===== config.mk =====
export PLATFORM = sky130hd
export DESIGN_NAME = pll_pwr_seq
export DESIGN_NICKNAME = d
export VERILOG_FILES = /design/src/rtl/pll_seq_pkg.sv /design/src/rtl/pll_poll_unit.sv /design/src/rtl/pll_tick_delay.sv /design/src/rtl/pll_pwr_seq.sv
export SDC_FILE = /design/constraint.sdc
export NUM_CORES = 1
export LEC_CHECK = 0
export ABC_AREA = 0
export BUFFER_PORTS_ARGS = -buffer_cell sky130_fd_sc_hd__clkbuf_2
export CAP_MARGIN = 40
export CORE_MARGIN = 4
export CORE_UTILIZATION = 51
export DETAILED_ROUTE_END_ITERATION = 7
export GPL_TIMING_DRIVEN = 1
export PLACE_DENSITY = 0.68
export RECOVER_POWER = 25
export SYNTH_ARGS = -nofsm -noshare
export SYNTH_HDL_FRONTEND = slang
export SYNTH_SLANG_ARGS = --single-unit

===== constraint.sdc =====
create_clock -name clk -period 5.4 [get_ports clk]
set_input_delay 0 -clock clk [delete_from_list [all_inputs] [get_ports clk]]
set_output_delay 0 -clock clk [all_outputs]
set_load 0.05 [all_outputs]

===== src/rtl/pll_seq_pkg.sv =====
package pll_seq_pkg;

   typedef enum logic [4:0] {
      ST_IDLE,
      ST_REF,
      ST_SBIAS,
      ST_BWAIT,
      ST_LOCK,
      ST_SGATE,
      ST_FIFO,
      ST_SFIFO,
      ST_FIN,
      ST_RUN,
      ST_D_GATE,
      ST_D_CORE,
      ST_D_FIFO,
      ST_D_BIAS,
      ST_D_BWAIT,
      ST_D_SGATE,
      ST_D_SFIFO,
      ST_D_SBIAS,
      ST_D_SWAIT,
      ST_ERR
   } seq_state_t;

endpackage


===== src/rtl/pll_poll_unit.sv =====
module pll_poll_unit #(
   parameter int POLL_US    = 100,
   parameter int TIMEOUT_US = 5000
) (
   input  logic clk,
   input  logic rst_n,
   input  logic arm,
   input  logic us_tick,
   input  logic status,
   output logic hit,
   output logic expire
);
   localparam int MAXPOLL = TIMEOUT_US / POLL_US;
   localparam int CW      = $clog2(POLL_US + 1);
   localparam int PW      = $clog2(MAXPOLL + 1);

   initial begin
      if (POLL_US < 1) $fatal(1, "poll interval must be at least one tick");
      if (TIMEOUT_US % POLL_US != 0) $fatal(1, "timeout must be a multiple of the poll interval");
   end

   logic          run_q;
   logic          pnow_q;
   logic [CW-1:0] cnt_q;
   logic [PW-1:0] npoll_q;

   assign hit    = run_q && pnow_q && status;
   assign expire = run_q && pnow_q && !status && (npoll_q == PW'(MAXPOLL));

   always_ff @(posedge clk or negedge rst_n) begin
      if (!rst_n) begin
         run_q   <= 1'b0;
         pnow_q  <= 1'b0;
         cnt_q   <= '0;
         npoll_q <= '0;
      end else if (arm) begin
         run_q   <= 1'b1;
         pnow_q  <= 1'b1;
         cnt_q   <= '0;
         npoll_q <= '0;
      end else if (run_q) begin
         if (hit || expire) begin
            run_q  <= 1'b0;
            pnow_q <= 1'b0;
         end else begin
            if (pnow_q) begin
               npoll_q <= npoll_q + 1'b1;
               pnow_q  <= 1'b0;
            end
            if (us_tick) begin
               if (cnt_q == CW'(POLL_US - 1)) begin
                  cnt_q  <= '0;
                  pnow_q <= 1'b1;
               end else begin
                  cnt_q <= cnt_q + 1'b1;
               end
            end
         end
      end
   end

   // the poll count never runs past the timeout budget
   a_r5_poll_bounded: assert property (@(posedge clk) disable iff (!rst_n)
      run_q |-> (npoll_q <= PW'(MAXPOLL)));

   // between poll points the tick counter stays below the interval
   a_r5_cnt_in_range: assert property (@(posedge clk) disable iff (!rst_n)
      run_q |-> (cnt_q < CW'(POLL_US)));

endmodule


===== src/rtl/pll_tick_delay.sv =====
module pll_tick_delay #(
   parameter int WAIT_TICKS = 1
) (
   input  logic clk,
   input  logic rst_n,
   input  logic arm,
   input  logic us_tick,
   output logic fin
);
   localparam int CW = $clog2(WAIT_TICKS + 1);

   initial begin
      if (WAIT_TICKS < 1) $fatal(1, "settle wait must be at least one tick");
   end

   logic          run_q;
   logic [CW-1:0] cnt_q;

   assign fin = run_q && (cnt_q == CW'(WAIT_TICKS));

   always_ff @(posedge clk or negedge rst_n) begin
      if (!rst_n) begin
         run_q <= 1'b0;
         cnt_q <= '0;
      end else if (arm) begin
         run_q <= 1'b1;
         cnt_q <= '0;
      end else if (fin) begin
         run_q <= 1'b0;
      end else if (run_q && us_tick) begin
         cnt_q <= cnt_q + 1'b1;
      end
   end

   // the wait counter never passes its target
   a_r11_wait_bounded: assert property (@(posedge clk) disable iff (!rst_n)
      run_q |-> (cnt_q <= CW'(WAIT_TICKS)));

endmodule


===== src/rtl/pll_pwr_seq.sv =====
module pll_pwr_seq
   import pll_seq_pkg::*;
#(
   parameter int REF_POLL_US     = 5,
   parameter int REF_TIMEOUT_US  = 1000,
   parameter int LOCK_POLL_US    = 100,
   parameter int LOCK_TIMEOUT_US = 5000,
   parameter int BIAS_WAIT_TICKS = 1,
   parameter bit SLAVE_EN        = 1'b1
) (
   input  logic clk,
   input  logic rst_n,
   input  logic us_tick,
   input  logic start_req,
   input  logic stop_req,
   input  logic master_mode,
   input  logic ref_ready,
   input  logic pll_lock,
   output logic bias_en,
   output logic slv_bias_en,
   output logic core_start,
   output logic clk_gate_en,
   output logic slv_clk_gate_en,
   output logic fifo_en,
   output logic slv_fifo_en,
   output logic done,
   output logic error
);

   seq_state_t st_q;
   logic start_acc;
   logic mst;
   logic ref_hit, ref_exp, lock_hit, lock_exp, dly_fin;
   logic arm_ref, arm_lock, arm_dly;

   assign start_acc = start_req && (st_q == ST_IDLE || st_q == ST_ERR);

   generate
      if (SLAVE_EN) begin : g_slave
         logic mst_q;
         always_ff @(posedge clk or negedge rst_n) begin
            if (!rst_n)         mst_q <= 1'b0;
            else if (start_acc) mst_q <= master_mode;
         end
         assign mst = mst_q;

         // slave controls stay low unless paired mode was latched
         a_r8_slave_quiet: assert property (@(posedge clk) disable iff (!rst_n)
            !mst_q |-> !(slv_bias_en || slv_clk_gate_en || slv_fifo_en));
      end else begin : g_noslave
         assign mst = 1'b0;
      end
   endgenerate

   assign arm_ref  = start_acc;
   assign arm_lock = (st_q == ST_BWAIT) && dly_fin;
   assign arm_dly  = ((st_q == ST_REF) && ref_hit && !mst) || (st_q == ST_SBIAS) ||
                     (st_q == ST_D_BIAS) || (st_q == ST_D_SBIAS);

   pll_poll_unit #(.POLL_US(REF_POLL_US), .TIMEOUT_US(REF_TIMEOUT_US)) u_ref_poll (
      .clk(clk), .rst_n(rst_n), .arm(arm_ref), .us_tick(us_tick),
      .status(ref_ready), .hit(ref_hit), .expire(ref_exp)
   );

   pll_poll_unit #(.POLL_US(LOCK_POLL_US), .TIMEOUT_US(LOCK_TIMEOUT_US)) u_lock_poll (
      .clk(clk), .rst_n(rst_n), .arm(arm_lock), .us_tick(us_tick),
      .status(pll_lock), .hit(lock_hit), .expire(lock_exp)
   );

   pll_tick_delay #(.WAIT_TICKS(BIAS_WAIT_TICKS)) u_settle (
      .clk(clk), .rst_n(rst_n), .arm(arm_dly), .us_tick(us_tick), .fin(dly_fin)
   );

   always_ff @(posedge clk or negedge rst_n) begin
      if (!rst_n) begin
         st_q            <= ST_IDLE;
         bias_en         <= 1'b0;
         slv_bias_en     <= 1'b0;
         core_start      <= 1'b0;
         clk_gate_en     <= 1'b0;
         slv_clk_gate_en <= 1'b0;
         fifo_en         <= 1'b0;
         slv_fifo_en     <= 1'b0;
         done            <= 1'b0;
         error           <= 1'b0;
      end else begin
         unique case (st_q)
            ST_IDLE, ST_ERR: if (start_acc) begin
               error <= 1'b0;
               st_q  <= ST_REF;
            end
            ST_REF: begin
               if (ref_hit) begin
                  bias_en <= 1'b1;
                  st_q    <= mst ? ST_SBIAS : ST_BWAIT;
               end else if (ref_exp) begin
                  error <= 1'b1;
                  st_q  <= ST_ERR;
               end
            end
            ST_SBIAS: begin
               slv_bias_en <= 1'b1;
               st_q        <= ST_BWAIT;
            end
            ST_BWAIT: if (dly_fin) begin
               core_start <= 1'b1;
               st_q       <= ST_LOCK;
            end
            ST_LOCK: begin
               if (lock_hit) begin
                  clk_gate_en <= 1'b1;
                  st_q        <= mst ? ST_SGATE : ST_FIFO;
               end else if (lock_exp) begin
                  error       <= 1'b1;
                  core_start  <= 1'b0;
                  bias_en     <= 1'b0;
                  slv_bias_en <= 1'b0;
                  st_q        <= ST_ERR;
               end
            end
            ST_SGATE: begin
               slv_clk_gate_en <= 1'b1;
               st_q            <= ST_FIFO;
            end
            ST_FIFO: begin
               fifo_en <= 1'b1;
               st_q    <= mst ? ST_SFIFO : ST_FIN;
            end
            ST_SFIFO: begin
               slv_fifo_en <= 1'b1;
               st_q        <= ST_FIN;
            end
            ST_FIN: begin
               done <= 1'b1;
               st_q <= ST_RUN;
            end
            ST_RUN: if (stop_req) begin
               done <= 1'b0;
               st_q <= ST_D_GATE;
            end
            ST_D_GATE: begin
               clk_gate_en <= 1'b0;
               st_q        <= ST_D_CORE;
            end
            ST_D_CORE: begin
               core_start <= 1'b0;
               st_q       <= ST_D_FIFO;
            end
            ST_D_FIFO: begin
               fifo_en <= 1'b0;
               st_q    <= ST_D_BIAS;
            end
            ST_D_BIAS: begin
               bias_en <= 1'b0;
               st_q    <= ST_D_BWAIT;
            end
            ST_D_BWAIT: if (dly_fin) st_q <= mst ? ST_D_SGATE : ST_IDLE;
            ST_D_SGATE: begin
               slv_clk_gate_en <= 1'b0;
               st_q            <= ST_D_SFIFO;
            end
            ST_D_SFIFO: begin
               slv_fifo_en <= 1'b0;
               st_q        <= ST_D_SBIAS;
            end
            ST_D_SBIAS: begin
               slv_bias_en <= 1'b0;
               st_q        <= ST_D_SWAIT;
            end
            ST_D_SWAIT: if (dly_fin) st_q <= ST_IDLE;
            default: st_q <= ST_IDLE;
         endcase
      end
   end

   // gate open implies the core is running
   a_r4_gate_needs_core: assert property (@(posedge clk) disable iff (!rst_n)
      clk_gate_en |-> core_start);

   // the FIFO only comes up behind an open gate
   a_r3_fifo_after_gate: assert property (@(posedge clk) disable iff (!rst_n)
      $rose(fifo_en) |-> clk_gate_en);

   // done only with the whole local path up
   a_r3_done_all_up: assert property (@(posedge clk) disable iff (!rst_n)
      done |-> (bias_en && core_start && clk_gate_en && fifo_en));

   // error leaves the clock path closed
   a_r6_error_closed: assert property (@(posedge clk) disable iff (!rst_n)
      error |-> !(clk_gate_en || fifo_en || slv_clk_gate_en || slv_fifo_en || done));

   // bias rises only after the reference was reported ready
   a_r2_bias_after_ref: assert property (@(posedge clk) disable iff (!rst_n)
      $rose(bias_en) |-> $past(ref_ready));

   // bias drops only after gate and core are off
   a_r7_bias_off_last: assert property (@(posedge clk) disable iff (!rst_n)
      $fell(bias_en) && !error |-> !(core_start || clk_gate_en || fifo_en));

endmodule


Word-level counts from Yosys, hierarchy flattened --
Index checks and enable logic that the tools add are counted.
Word-level totals: word-level logic and storage cells 192, register bits 45, output and inout port bits 9, input bits 8
Operators by class: eq/ne operators 39, add/sub/neg operators 5, reductions and logical operators 54, mux-type cells 73
Operators by type and width (number):
- $pmux 5 s19 | 1
- $mux 5 | 9
- $eq 5x4->1 const B | 8
- $mux 7 | 5
- $mux 1 | 33
- $mux 8 | 4
- $reduce_bool 2->1 | 13
- $mux 6 | 4
- $eq 5x3->1 const B | 4
- $eq 5x5->1 const B | 4
- $ne 2x2->1 const B | 10
- $mux 3 | 5
- $reduce_and 3->1 | 5
- $logic_and 1x1->1 | 14
- $pmux 1 s3 | 4
- $reduce_bool 3->1 | 4
- $eq 5x2->1 const B | 2
- $pmux 1 s2 | 5
- $add 8x1->8 const B | 1
- $eq 8x8->1 const B | 1
- $mux 4 | 2
- $ne 2x1->1 const B | 4
- $reduce_and 4->1 | 2
- $add 7x1->7 const B | 1
- other kinds (17) | 26

Longest topological paths before layout --
depth after elaboration 9, gate-level depth with buffers 8, gate-level depth less buffers 7

Cells and area by module --
A second synthesis with hierarchy kept.
Second synthesis, totals: cells, all modules 302, area, all modules 2796.4 µm²
By module, submodules not included:
- pll_pwr_seq | cells an instance 129, area each 1093.5 µm², times used 1, sequential area each 375.4 µm²
- pll_poll_unit at u_lock_poll | cells an instance 89, area each 865.8 µm², times used 1, sequential area each 375.4 µm²
- pll_poll_unit at u_ref_poll | cells an instance 77, area each 759.5 µm², times used 1, sequential area each 325.3 µm²
- pll_tick_delay | cells an instance 7, area each 77.6 µm², times used 1, sequential area each 50.0 µm²

Worst setup path after synthesis --
Ideal clock, no wire load.
path kind reg-to-reg, start reg u_ref_poll.npoll_q[0], end reg st_q[0], setup time 125 ps, data arrival time 1761 ps, stages on the path, launching flop included 8, path slack 3514 ps, data required time 5275 ps, clock period less this slack 1886 ps, path buffers 0, path through dfrtp_1 inv_1 ha_1 nand4b_1 o31ai_4 o211ai_2 a211oi_4 mux2_2
Between the ends: longest elaborated chain between the ends 4
Ends and longest elaborated chain:
- from (decl) | line pll_poll_unit.sv:25 | logic [PW-1:0] npoll_q;
- from (signal assigned) | line pll_poll_unit.sv:47 | npoll_q <= npoll_q + 1'b1;
- $eq 8x8->1 | line pll_poll_unit.sv:28 | assign expire = run_q && pnow_q && !status && (npoll_q == PW'(MAXPOLL));
- $logic_and 1x1->1 | line pll_poll_unit.sv:28
- $ne 3x2->1 (no line)
- $reduce_and 7->1 (no line)
- to (signal assigned) | line pll_pwr_seq.sv:95 | st_q <= mst ? ST_SBIAS : ST_BWAIT;
- to (signal assigned) | line pll_pwr_seq.sv:112 | st_q <= mst ? ST_SGATE : ST_FIFO;
- to (signal assigned) | line pll_pwr_seq.sv:127 | st_q <= mst ? ST_SFIFO : ST_FIN;
- to (decl) | line pll_pwr_seq.sv:30 | seq_state_t st_q;
No other way between the ends. A chain may end at the register's enable or synchronous reset.

Worst setup path in the final report --
start reg st_q[1], end reg st_q[4]
Between the ends: longest elaborated chain between the ends 5, elaborated cells between the ends (all ways) 32, those cells by class 26 x eq/ne; 1 x mux; 5 x reduce/logical
Ends and longest elaborated chain:
- $eq 5x5->1 or $logic_not 5->1 (tied branches) | line pll_pwr_seq.sv:36, pll_pwr_seq.sv:87
- $logic_or 1x1->1 | line pll_pwr_seq.sv:36 | assign start_acc = start_req && (st_q == ST_IDLE || st_q == ST_ERR);
- $logic_and 1x1->1 | line pll_pwr_seq.sv:36
- $ne 2x2->1 (no line)
- $reduce_and 7->1 (no line)
Parallel ways exist; a longest one is shown, timed or not.

==> results.py <==
metrics = {
    "sta": {
        "drv_slew": 46,
        "fin_tns_setup_ns": 0,
        "setup_viol": 0,
        "rsz0062_at_grt": "no",
        "hold_ws_ns": 0.0439,
        "timing.final.crit_share_pct": 45.3,
        "hold_viol": 0,
        "setup_ws_ns": 2.95,
        "max_freq_ghz": 0.409,
        "fin_crit_ns": 2.45,
        "clock_skew_ns": 0.0104,
        "worstMarginPinSlew_ns": 2.36,
        "slew_headroom_pct": -57.5,
    },
    "die": {
        "die_area_sq_um": 6740,
        "fp.dieW_um": 82.1,
        "core_area_sq_um": 5200,
        "die_y_um": 82.1,
        "initial_core_util_pct": 53.8,
        "core.rowCount": 26,
        "ioPinCount": 17,
    },
    "worst_setup_path": {
        "critPathTopFamily": "flip-flops",
        "setup.worst_path.start": "st_q[1]$_DFFE_PN0P_",
        "crit_arrival_ns": 2.63,
        "endpoint": "st_q[4]$_DFFE_PN0P_",
        "required_ns": 5.59,
        "worstReg2RegStart": "st_q[1]$_DFFE_PN0P_",
        "cp_slowest_stage_delay_ns": 0.89,
        "ff2ff_setup_slack_ns": 2.95,
        "crit_path_end_kind": "flop",
        "crit_path_start_kind": "flop",
        "slowest_stage": "dfrtp_1",
        "crit_chain": "nor2_1, and3_2, a21boi_2, a211oi_4, mux2_2",
        "crit_cells": 5,
        "cp_max_fo": 27,
        "path_class": "reg2reg",
        "reg2reg_depth": 5,
        "r2r-end": "st_q[4]$_DFFE_PN0P_",
        "crit_buf_inv": 0,
    },
    "synth": {
        "synth_edf_count": 0,
        "synth_area_sq_um": 2800,
        "synthCells": 292,
        "ys_async_sr_fraction_pct": 100,
        "synth_ff_type": "dfrtp_1",
        "yosysSeqAreaShare_pct": 40.2,
        "synth_nets": 307,
        "synthDistinctLibCells": 65,
        "syn_area_per_cell_sq_um": 9.59,
        "ys_ff_latch": 45,
        "ys.warnings.count": 0,
    },
    "cells_and_area": {
        "final_design_area_no_fill_sq_um": 2960,
        "area_growth_pct": 5.63,
        "antenna-diode-count": 0,
        "drive_above_1_share_pct": 15.7,
        "fin_nets": 319,
        "regArea_sq_um": 1130,
        "multi_input_area_sq_um": 1480,
        "nFillCells": 481,
    },
    "routing": {
        "drtIter0Drc": 147,
        "wl_mm": 5.52,
        "drtAntennaViolNets": 0,
        "first_pass_iters": 4,
        "vias": 2153,
        "viasPerCell": 5.74,
        "routedWlPerCell_um": 14.7,
        "drc": 0,
    },
    "hold_path": {
        "hp-class": "in2reg",
    },
    "clock_network": {
        "clk_path_buf_depth": 2,
        "cts.sinks": 45,
        "clk_pin_slew_ns": 0.08,
        "numCtsBuffers": 5,
        "cts_tree": "built",
        "clk_latency_ns": 0.30,
        "cts.repair.resized": 0,
        "ctsRootBufferMaster": "clkbuf_8",
        "cts-htree-levels": 2,
    },
    "placement": {
        "io_buffers": 16,
        "place_ws_ns": 2.99,
        "hpwlAfterDp_mm": 3.87,
        "gp_congestion": 0.835,
        "placedInstanceArea_sq_um": 2840,
    },
    "power_and_ir_drop": {
        "power_density_nw_per_um2": 520,
        "ir_drop_v": 0.000217,
        "power.leakage_nw": 1.27,
    },
    "global_routing": {
        "grtUsageTotal_pct": 18.1,
        "antenna_found_initial": 0,
        "grt_first_pass_wirelength_mm": 9.65,
        "grt_max_degree": 46,
        "grt_pass1_vias": 2089,
        "overflow": 0,
    },
    "outcome": {
        "outcome": "finished, violations left",
        "violations": "max-capacitance violations, max-slew violations",
    },
    "run": {
        "drv_cap": 1,
    },
}
-- cell families (layout without fill, tap and decap cells) --
kind of cell	count (synthesis)	in the layout	synth area share (%)
xor+xnor	11	11	3.44
compound gates	72	72	20.0
buf+inv	30	43	6.75
mux	9	9	3.44
fa+ha+maj	7	7	3.13
simple gates	118	118	23.0
flops	45	45	40.2
-- repair_timing --
action,in CTS,in global routing
buffers inserted,0,0
endpoints found under the hold margin,48,0
hold buffers,4,0
-- Yosys cell counts (3+ instances only) --
library cell,count,share of area [%]
a21oi_1,15,2.7
a22oi_1,3,0.80
a31oi_1,5,1.1
and3_1,3,0.67
buf_2,6,1.1
clkbuf_8,5,2.5
dfrtp_1,45,40
ha_1,7,3.1
inv_1,14,1.9
mux2_2,5,2.0
mux2i_1,4,1.4
nand2_1,22,3.0
nand2b_1,5,1.1
nand3_1,13,2.3
nand4_1,6,1.3
nor2_1,30,4.0
nor2b_1,7,1.6
nor3_1,7,1.3
nor4_1,3,0.67
nor4b_1,3,0.94
o21ai_0,16,2.9
o31ai_1,6,1.6
xnor2_1,4,1.3
xor2_1,7,2.2
-- final cells by class --
type / instances / area share [%]
Tap cell: 70 / 2.96
Clock inverter: 2 / 0.339
Multi-Input combinational cell: 217 / 50.2
Inverter: 14 / 1.78
Sequential cell: 45 / 38.1
Timing Repair Buffer: 21 / 4.19
Clock buffer: 6 / 2.45
-- through the flow --
step	cells	util, %	power (mW)
after floorplan	292	-	1.24
after global placement	363	54.5	1.33
after detailed placement	363	54.5	1.34
after CTS	375	56.9	1.55
after global routing	375	56.8	1.68
final	375	56.8	1.54
-- layer usage --
layer	up-vias	GRT usage (%)	part of all wire (%)
met5	-	0	0
met4	0	4.32	1.1
met3	7	3.95	3.9
met2	40	29.6	47
met1	1034	24.5	48
li1	1072	-	-
-- layout by cell type, fill, tap and decap left out, types with 2 or more instances in the layout --
| master | Yosys | layout |
|---|---|---|
| clkbuf_2 | 0 | 16 |
| ha_1 | 7 | 7 |
| a22o_1 | 2 | 2 |
| nand2b_1 | 5 | 5 |
| a21oi_1 | 15 | 15 |
| a21o_1 | 2 | 2 |
| nor3_1 | 7 | 7 |
| dfrtp_1 | 45 | 45 |
| mux2_2 | 5 | 5 |
| clkinv_2 | 0 | 2 |
| or3_1 | 2 | 2 |
| mux2i_1 | 4 | 4 |
| a31oi_1 | 5 | 5 |
| o31ai_1 | 6 | 6 |
| dlygate4sd3_1 | 0 | 4 |
| nor4b_1 | 3 | 3 |
| nor4_1 | 3 | 3 |
| clkbuf_1 | 2 | 2 |
| nor2b_1 | 7 | 7 |
| clkbuf_8 | 5 | 5 |
| or2b_2 | 2 | 2 |
| nand4_1 | 6 | 6 |
| nand3_1 | 13 | 13 |
| nor2_1 | 30 | 30 |
| inv_1 | 14 | 14 |
| and3_1 | 3 | 3 |
| or2_2 | 2 | 2 |
| xnor2_1 | 4 | 4 |
| nor3b_1 | 2 | 2 |
| o21ai_0 | 16 | 16 |
| nand2_1 | 22 | 22 |
| o32ai_1 | 2 | 2 |
| a22oi_1 | 3 | 3 |
| xor2_1 | 7 | 7 |
| o211ai_1 | 2 | 2 |
-- flip-flops by register name (all words and copies together), names as in the netlist, 3 cells and up --
signal               cells
u_ref_poll.npoll_q       8
st_q                     5
u_ref_poll.cnt_q         3
u_lock_poll.cnt_q        7
u_lock_poll.npoll_q      6
-- worst register-to-register path, stage by stage, from the launching register on --
cell and delay (ns):
dfrtp_1 0.89, nor2_1 0.24, and3_2 0.28, a21boi_2 0.20
a211oi_4 0.35, mux2_2 0.37
-- how the worst min path moves through the flow --
stage | startpoint | endpoint | depth (start not counted)
floorplan | rst_n | bias_en$_DFFE_PN0P_ | 0
global placement | rst_n | st_q[3]$_DFFE_PN0P_ | 2
detailed placement | rst_n | st_q[2]$_DFFE_PN0P_ | 2
CTS | us_tick | u_lock_poll.cnt_q[1]$_DFFE_PN0P_ | 2
global route | us_tick | u_lock_poll.cnt_q[1]$_DFFE_PN0P_ | 2
finish | us_tick | u_lock_poll.cnt_q[1]$_DFFE_PN0P_ | 2
-- power breakdown --
| group | internal (mW) | switching [mW] | leakage [nW] |
|---|---|---|---|
| sequential | 0.445 | 0.190 | 0.574 |
| clock | 0.0898 | 0.110 | 0.0450 |
| combinational | 0.298 | 0.404 | 0.648 |
| total | 0.833 | 0.704 | 1.27 |
(Power assumes the default switching activity.)
